--- src/rtl/iowr_halt_pkg.sv ---
package iowr_halt_pkg;

    typedef enum logic [1:0] {
        MODE_OFF    = 2'd0,
        MODE_COMPAT = 2'd1,
        MODE_SEL    = 2'd2
    } halt_mode_e;

    typedef enum logic [1:0] {
        BANK_BASE  = 2'd0,
        BANK_MASK  = 2'd1,
        BANK_LINES = 2'd2,
        BANK_CTRL  = 2'd3
    } cfg_bank_e;

    // Unused code 3 falls back to off.
    function automatic halt_mode_e to_mode(input logic [1:0] code);
        case (code)
            2'd1:    return MODE_COMPAT;
            2'd2:    return MODE_SEL;
            default: return MODE_OFF;
        endcase
    endfunction

endpackage

--- src/rtl/iowr_halt_regs.sv ---
module iowr_halt_regs
    import iowr_halt_pkg::*;
#(
    parameter int AW   = 16,
    parameter int CW   = 4,
    parameter int NREG = 4,
    parameter int IW   = 2
) (
    input  logic            clk,
    input  logic            rst,
    input  logic            cfg_we,
    input  logic [IW+1:0]   cfg_addr,
    input  logic [AW-1:0]   cfg_wdata,
    output logic [AW-1:0]   win_base  [NREG],
    output logic [AW-1:0]   win_mask  [NREG],
    output logic [CW-1:0]   win_lines [NREG],
    output halt_mode_e      mode
);

    cfg_bank_e       bank;
    logic [IW-1:0]   idx;

    assign bank = cfg_bank_e'(cfg_addr[IW+1:IW]);
    assign idx  = cfg_addr[IW-1:0];

    always_ff @(posedge clk) begin
        if (rst) begin
            for (int i = 0; i < NREG; i++) begin
                win_base[i]  <= '0;
                win_mask[i]  <= '0;
                win_lines[i] <= '0;
            end
        end else if (cfg_we) begin
            for (int i = 0; i < NREG; i++) begin
                if (idx == IW'(i)) begin
                    case (bank)
                        BANK_BASE:  win_base[i]  <= cfg_wdata;
                        BANK_MASK:  win_mask[i]  <= cfg_wdata;
                        BANK_LINES: win_lines[i] <= cfg_wdata[CW-1:0];
                        default:    ;
                    endcase
                end
            end
        end
    end

    always_ff @(posedge clk) begin
        if (rst) begin
            mode <= MODE_OFF;
        end else if (cfg_we && bank == BANK_CTRL) begin
            mode <= to_mode(cfg_wdata[1:0]);
        end
    end

endmodule

--- src/rtl/iowr_halt_match.sv ---
module iowr_halt_match #(
    parameter int AW   = 16,
    parameter int CW   = 4,
    parameter int NREG = 4
) (
    input  logic [AW-1:0] cpu_addr,
    input  logic          cpu_we,
    input  logic [AW-1:0] win_base  [NREG],
    input  logic [AW-1:0] win_mask  [NREG],
    input  logic [CW-1:0] win_lines [NREG],
    output logic          hit,
    output logic [CW-1:0] req_lines
);

    logic [NREG-1:0] hit_vec;

    for (genvar g = 0; g < NREG; g++) begin : g_win
        assign hit_vec[g] = cpu_we && ((cpu_addr & win_mask[g]) == win_base[g]);
    end

    // Overlapping windows: the longest request wins.
    always_comb begin
        req_lines = '0;
        for (int i = 0; i < NREG; i++) begin
            if (hit_vec[i] && win_lines[i] > req_lines) begin
                req_lines = win_lines[i];
            end
        end
    end

    assign hit = |hit_vec;

endmodule

--- src/rtl/iowr_halt_seq.sv ---
module iowr_halt_seq
    import iowr_halt_pkg::*;
#(
    parameter int CW = 4
) (
    input  logic          clk,
    input  logic          rst,
    input  halt_mode_e    mode,
    input  logic          line_start,
    input  logic          line_vis,
    input  logic          hit,
    input  logic [CW-1:0] req_lines,
    output logic [CW-1:0] cnt,
    output logic          halt
);

    logic [CW-1:0] cnt_dec;
    logic [CW-1:0] cnt_nxt;
    logic          consume;

    assign consume = line_start && line_vis && (cnt != '0);

    always_comb begin
        cnt_dec = consume ? cnt - CW'(1) : cnt;
        if (mode != MODE_SEL) begin
            cnt_nxt = '0;
        end else if (hit && req_lines > cnt_dec) begin
            cnt_nxt = req_lines;
        end else begin
            cnt_nxt = cnt_dec;
        end
    end

    always_ff @(posedge clk) begin
        if (rst) begin
            cnt  <= '0;
            halt <= 1'b0;
        end else begin
            cnt <= cnt_nxt;
            if (line_start) begin
                case (mode)
                    MODE_COMPAT: halt <= line_vis;
                    MODE_SEL:    halt <= line_vis && (cnt != '0);
                    default:     halt <= 1'b0;
                endcase
            end
        end
    end

endmodule

--- src/rtl/iowr_halt_ctrl.sv ---
module iowr_halt_ctrl
    import iowr_halt_pkg::*;
#(
    parameter int AW   = 16,
    parameter int CW   = 4,
    parameter int NREG = 4,
    localparam int IW  = (NREG > 1) ? $clog2(NREG) : 1
) (
    input  logic          clk,
    input  logic          rst,
    input  logic          cfg_we,
    input  logic [IW+1:0] cfg_addr,
    input  logic [AW-1:0] cfg_wdata,
    input  logic [AW-1:0] cpu_addr,
    input  logic          cpu_we,
    input  logic          line_start,
    input  logic          line_vis,
    output logic          halt
);

    logic [AW-1:0] win_base  [NREG];
    logic [AW-1:0] win_mask  [NREG];
    logic [CW-1:0] win_lines [NREG];
    halt_mode_e    mode_q;
    logic          snoop_hit;
    logic [CW-1:0] snoop_req;
    logic [CW-1:0] cnt_q;

    iowr_halt_regs #(.AW(AW), .CW(CW), .NREG(NREG), .IW(IW)) u_regs (
        .clk       (clk),
        .rst       (rst),
        .cfg_we    (cfg_we),
        .cfg_addr  (cfg_addr),
        .cfg_wdata (cfg_wdata),
        .win_base  (win_base),
        .win_mask  (win_mask),
        .win_lines (win_lines),
        .mode      (mode_q)
    );

    iowr_halt_match #(.AW(AW), .CW(CW), .NREG(NREG)) u_match (
        .cpu_addr  (cpu_addr),
        .cpu_we    (cpu_we),
        .win_base  (win_base),
        .win_mask  (win_mask),
        .win_lines (win_lines),
        .hit       (snoop_hit),
        .req_lines (snoop_req)
    );

    iowr_halt_seq #(.CW(CW)) u_seq (
        .clk        (clk),
        .rst        (rst),
        .mode       (mode_q),
        .line_start (line_start),
        .line_vis   (line_vis),
        .hit        (snoop_hit),
        .req_lines  (snoop_req),
        .cnt        (cnt_q),
        .halt       (halt)
    );

endmodule

--- config.mk ---
export PLATFORM = sky130hd
export DESIGN_NAME = iowr_halt_ctrl
export DESIGN_NICKNAME = d
export VERILOG_FILES = /design/src/rtl/iowr_halt_pkg.sv /design/src/rtl/iowr_halt_regs.sv /design/src/rtl/iowr_halt_match.sv /design/src/rtl/iowr_halt_seq.sv /design/src/rtl/iowr_halt_ctrl.sv
export SDC_FILE = /design/constraint.sdc
export NUM_CORES = 1
export LEC_CHECK = 0
export BUFFER_PORTS_ARGS = -buffer_cell sky130_fd_sc_hd__buf_4
export CAP_MARGIN = 20
export CORE_AREA = 2 2 149 151
export DETAILED_ROUTE_END_ITERATION = 7
export DIE_AREA = 0 0 151 153
export PLACE_DENSITY = 0.55
export RECOVER_POWER = 100
export SKIP_CTS_REPAIR_TIMING = 1
export SLEW_MARGIN = 20
export SYNTH_ARGS = -nofsm -noshare
export SYNTH_HDL_FRONTEND = slang
export SYNTH_SLANG_ARGS = --single-unit
--- constraint.sdc ---
create_clock -name clk -period 11.6 [get_ports clk]
set_input_delay 1.74 -clock clk [delete_from_list [all_inputs] [get_ports clk]]
set_output_delay 1.74 -clock clk [all_outputs]
set_load 0.02 [all_outputs]
## After elaboration in Yosys (flattened, before gate mapping)

Index checks and enable logic that the tools add are counted.

| storage, ports and cells | value |
|---|---|
| output and inout port bits | 1 |
| input bits | 42 |
| register bits | 151 |
| logic and storage cells | 78 |

| operators by class | value |
|---|---|
| $lt $le $gt $ge | 5 |
| muxes and demuxes | 8 |
| reductions and logical operators | 30 |
| add/subtract/negate cells | 1 |
| eq/ne operators | 15 |
| bitwise operators | 4 |

Operators with widths:

| operator | count |
|---|---|
| $and A16 B16 Y16 | 4 |
| $eq A16 B16 Y1 | 4 |
| $reduce_and A3 Y1 | 12 |
| $mux W4 | 6 |
| $gt A4 B4 Y1 | 4 |
| $logic_and A1 B1 Y1 | 13 |
| $eq A2 B2 Y1 const B | 6 |
| $eq A2 B1 Y1 const B | 4 |
| $gt A4 B1 Y1 const B | 1 |
| $logic_not A2 Y1 | 2 |
| $pmux W2 S2 | 1 |
| $reduce_bool A4 Y1 | 1 |
| $reduce_or A4 Y1 | 1 |
| $sub A4 B1 Y4 const B | 1 |
| $ne A2 B2 Y1 const B | 1 |
| $pmux W1 S2 | 1 |
| $reduce_or A2 Y1 | 1 |

## Depth between registers and ports, before layout

| depth | value |
|---|---|
| depth after elaboration | 17 |
| mapped depth | 39 |
| depth with buffers taken out | 38 |

## Cells and area by module

From an unflattened synthesis, not the netlist that was laid out.

| second synthesis, totals | value |
|---|---|
| cells, all modules | 840 |
| area total of the unflattened synthesis | 8061.5 um2 |

Modules (own cells, without submodules):

| module | sequential area each (um2) | cells each | times used | area an instance (um2) |
|---|---|---|---|---|
| iowr_halt_regs | 2922.8 | 523 | 1 | 5805.6 |
| iowr_halt_match | 0.0 | 265 | 1 | 1803.0 |
| iowr_halt_seq | 100.1 | 52 | 1 | 452.9 |

## Least setup slack after synthesis

Ideal clock, no wire load.

| path | value |
|---|---|
| path kind | input to register |
| start | input cpu_addr[2] |
| end | register u_seq.cnt[0] |
| data arrival time | 7.790 ns |
| stages on the path | 35 |
| setup slack | 3.683 ns |
| path buffers | 1 |
| data required time | 11.474 ns |
| setup time | 0.126 ns |
| path through | a21o_1 a211oi_1 nand3_1 nor4_1 and2_1 inv_1 ha_1 nor2b_1 o21ai_0 a21oi_1 and3_1 clkbuf_1 mux2_2 ha_1 inv_1 a21o_1 and3_1 o22ai_1 mux2i_1 nand3_1 mux2_2 ha_1 nor4_1 nor3_1 a2111oi_4 mux2i_1 inv_1 ha_1 o21ai_0 nand2b_1 a21oi_1 a41oi_1 nand2_1 nand3b_1 o22ai_1 |

| on the way | value |
|---|---|
| word-level cells in the longest chain between the ends | 17 |
| elaborated cells between the ends (all ways) | 27 |
| classes of those cells | order compare (4); eq/ne (4); mux (5); bitwise (4); reduce/logical (10) |

RTL lines:

| item | line | text |
|---|---|---|
| from (decl) | iowr_halt_ctrl.sv:14 | `input logic [AW-1:0] cpu_addr,` |
| $and A16 B16 Y16 | iowr_halt_match.sv:18 | `assign hit_vec[g] = cpu_we && ((cpu_addr & win_mask[g]) == win_base[g]);` |
| $eq A16 B16 Y1 | iowr_halt_match.sv:18 |  |
| $logic_and A1 B1 Y1 | iowr_halt_match.sv:18 |  |
| $logic_and A1 B1 Y1 | iowr_halt_match.sv:25 | `if (hit_vec[i] && win_lines[i] > req_lines) begin` |
| $mux W4 | iowr_halt_match.sv:25 |  |
| $gt A4 B4 Y1 | iowr_halt_match.sv:25 |  |
| $logic_and A1 B1 Y1 | iowr_halt_match.sv:25 |  |
| $mux W4 | iowr_halt_match.sv:25 |  |
| $gt A4 B4 Y1 | iowr_halt_match.sv:25 |  |
| $logic_and A1 B1 Y1 | iowr_halt_match.sv:25 |  |
| $mux W4 | iowr_halt_match.sv:25 |  |
| $gt A4 B4 Y1 | iowr_halt_match.sv:25 |  |
| $logic_and A1 B1 Y1 | iowr_halt_match.sv:25 |  |
| $mux W4 | iowr_halt_match.sv:25 |  |
| $gt A4 B4 Y1 | iowr_halt_seq.sv:27 | `end else if (hit && req_lines > cnt_dec) begin` |
| $logic_and A1 B1 Y1 | iowr_halt_seq.sv:27 |  |
| $mux W4 * | iowr_halt_seq.sv:27 |  |
| to (signal assigned) | iowr_halt_seq.sv:39 | `cnt <= cnt_nxt;` |
| to (decl) | iowr_halt_seq.sv:13 | `output logic [CW-1:0] cnt,` |

Mark *: on every way between the ends. The rest lies on a longest branch, timed or not.
A chain may end at the register's enable or synchronous reset.

## Final worst setup path

| path | value |
|---|---|
| start | input cpu_addr[7] |
| end | register u_seq.cnt[1] |

Same word-level chain as after synthesis.

==> flow_summary_export.csv <==
group,metric,value,unit
synth,total_number_of_yosys_warnings,0,
synth,post_synth_inst_count,983,
cells_and_area,antenna_cells,0,
critical_path,timing.reg2reg.setup_slack,3.21,ns
routing,drt_first_pass_iters,5,
clock_tree,htreeDepth,4,
timing,max_freq,0.105,GHz
timing,final.setup.tns,0,ns
floorplan,initial_core_util,0.345,
synth,async_flop_share,0,
critical_path,worstPathRequired,11.95,ns
synth,synth_flop_cell,"dfxtp_1",
synth,yosys_register_bits,151,
placement,dp_hpwl,15700,um
global_route,overflow,0,
timing,finalWorstSetupSlack,2.08,ns
critical_path,cp.buffers_inverters,4,
clock_tree,clock_latency_on_the_worst_skew_pair,0.43,ns
cells_and_area,layout_commonest_cell,"nand2_1",
routing,finalWirelength,23600,um
routing,vias_per_cell,5.13,
cells_and_area,drive_above_1_share,0.0974,
timing,hold_viol_final,0,
pwr,total_power,1.16,mW
min_path,hp-class,"flop to flop",
clock_tree,cts.path.max_buffers,2,
routing,route.layer.met1.wl,11200,um
routing,drc_errors,0,
cells_and_area,finalNetCount,1052,
routing,via_count,6594,
timing,final.setup_skew,0.00829,ns
synth,synthDominantAreaCellType,"dfxtp_1",
synth,yosysUniqueCellTypes,52,
cells_and_area,final-instance-count-excl-fill,1286,
timing,timing.max_slew.rel_slack,-1.79,
clock_tree,tritoncts_num_sinks,151,
clock_tree,cts_tree,"done",
floorplan,placementRows,54,
run_status,failed_checks,"max-capacitance violations, max-slew violations",
global_route,grt.total_usage,0.209,
pwr,ir_drop,88.8,uV
synth,synthTopCellsByArea,"dfxtp_1 41%, nand2_1 16%, a21oi_1 10%",
routing,route.antenna.remaining_nets,0,
cells_and_area,layout.core_utilization,0.393,
timing,slew_violations,169,
pwr,p_per_area,137,mW/mm^2
cells_and_area,area_growth,14.1,%
timing,post-route-min-period,9.52,ns
global_route,grt_start_max_net_pins,94,
run,cap_viol_max_count,3,
timing,finalCritPeriodShare,0.821,
clock_tree,clk_root_buffer_cell,"clkbuf_16",
placement,buffer_ports.inserted,42,
routing,wl_met3,1470,um
cells_and_area,final_non_filler_cell_area,0.00845,mm^2
routing,dr_wl_met2,10500,um
critical_path,timing.critical_path.slowest_stage_cell,"a2111oi_0",
placement,place.detailed.instances,1254,
pwr,total_leakage_power,3.01,nW
floorplan,floorplan.die.width,151,um
critical_path,crit_path_end_kind,"flop",
routing,average_wire_length_per_cell_after_detail_routing,18.4,um
critical_path,arrival,9.87,ns
floorplan,io-pin-count,43,
critical_path,cpLargestDelayFamily,"compound AO/OA/AOI/OAI gates",
critical_path,worstPathMaxFanout,6,
critical_path,slowest_delay,1.15,ns
cells_and_area,fillCellCount,2276,
synth,total_nets_after_synthesis,1042,
critical_path,timing.setup.critical_path_class,"input pin to flop",
global_route,grt_pass1_wl,36200,um
global_route,first_global_vias,6224,
synth,yosysTopAreaCellShare,0.408,
floorplan,design.die.area,0.0231,mm^2
floorplan,die_height,153,um
timing,grt_setup_unrepaired,"false",
clock_tree,clock_pin_slew_reported_for_the_worst_setup_and_hold_paths_after_clock_tree_synthesis,0.07,ns
timing,finalSetupViolations,0,
critical_path,setup.worst_path.start_class,"input pin",
timing,fin_hold_ws,0.456,ns
synth,synth_seq_area_share,0.408,
run_status,outcome,"finished, violations left",
synth,synth.avg_cell_area,7.54,um^2
routing,top_layer_used,"met4",
cells_and_area,layout.cells.most_common_list,"318 x nand2_1, 151 x a21oi_1, 151 x dfxtp_1",
routing,detailedRoute.firstIterationViolations,466,
synth,number_of_flops_mapped_to_enable_cells_by_yosys,0,
synth,synth.cell_area,0.00741,mm^2
timing,worst-slew-pin-transition,4.18,ns
clock_tree,numCtsBuffers,17,
placement,post-place-ws,2.65,ns
placement,gpl.final_weighted_congestion,0.890,
placement,dpl-instance-area,0.00794,mm^2
floorplan,core_region_area,0.0215,mm^2
global_route,antenna_found_initial,0,
-- power by group --
group          leakage [nW]  internal, mW  switching, mW
sequential             1.22         0.525        0.00426
clock                 0.277         0.291          0.245
combinational          1.52        0.0314         0.0623
-- final cells by class --
cell class                      instances  area (um^2)  area share
Inverter                               22         82.6     0.00977
Tap cell                              280          350      0.0414
Clock inverter                         13          108      0.0127
Sequential cell                       151         3020       0.358
Timing Repair Buffer                   48          345      0.0409
Clock buffer                           19          453      0.0536
Multi-Input combinational cell        753         4090       0.484
-- worst paths after layout --
| kind | to | from | depth (start not counted) |
|---|---|---|---|
| worst min-delay path | u_regs.win_mask[54] | u_regs.win_mask[54] | 2 |
| worst max-delay path | u_seq.cnt[1] | cpu_addr[7] | 37 |
| worst max register to register | u_seq.cnt[1] | u_regs.win_base[61] | 36 |
| worst min register to register | u_regs.win_mask[54] | u_regs.win_mask[54] | 2 |
-- synth_stat cells (7+ instances only) --
library cell and n:
a21oi_1 151, and3_1 14, clkbuf_1 45, clkbuf_2 12, dfxtp_1 151, ha_1 17
inv_1 22, mux2i_1 23, nand2_1 318, nand3_1 22, nor2_1 39, nor3_1 9
nor4_1 10, o21ai_0 9, o22ai_1 8, or2_2 7, xnor2_1 11, xor2_1 34
-- worst register-to-register path, delay by kind of cell, from the launching register on --
kind | cells | cell delay (ns)
AOI/OAI and AO/OA | 12 | 2.99
adders and majority gates | 4 | 1.17
buffers and inverters | 3 | 0.21
DFF | 1 | 0.34
muxes | 3 | 0.77
and+or+nand+nor | 14 | 2.86
-- routing by layer --
metal  vias to the layer above  GRT usage
li1                       3313          -
met1                      3062      0.292
met2                       186      0.323
met3                        33     0.0457
met4                         0     0.0623
met5                         -          0
-- logic make-up after synthesis --
| family | after synthesis | share of synthesized area |
|---|---|---|
| compound gates | 198 | 0.153 |
| xor+xnor | 45 | 0.0532 |
| fa+ha+maj | 17 | 0.0287 |
| buf+inv | 79 | 0.0420 |
| flops | 151 | 0.408 |
| mux | 27 | 0.0380 |
| simple gates | 466 | 0.277 |
-- sequential cells by signal, indices dropped and copies added, names as in the netlist --
register	count
u_regs.win_mask	64
u_regs.win_base	64
u_regs.mode	2
u_seq.cnt	4
u_seq.halt	1
u_regs.win_lines	16
Power figures use the tool's default switching activity.
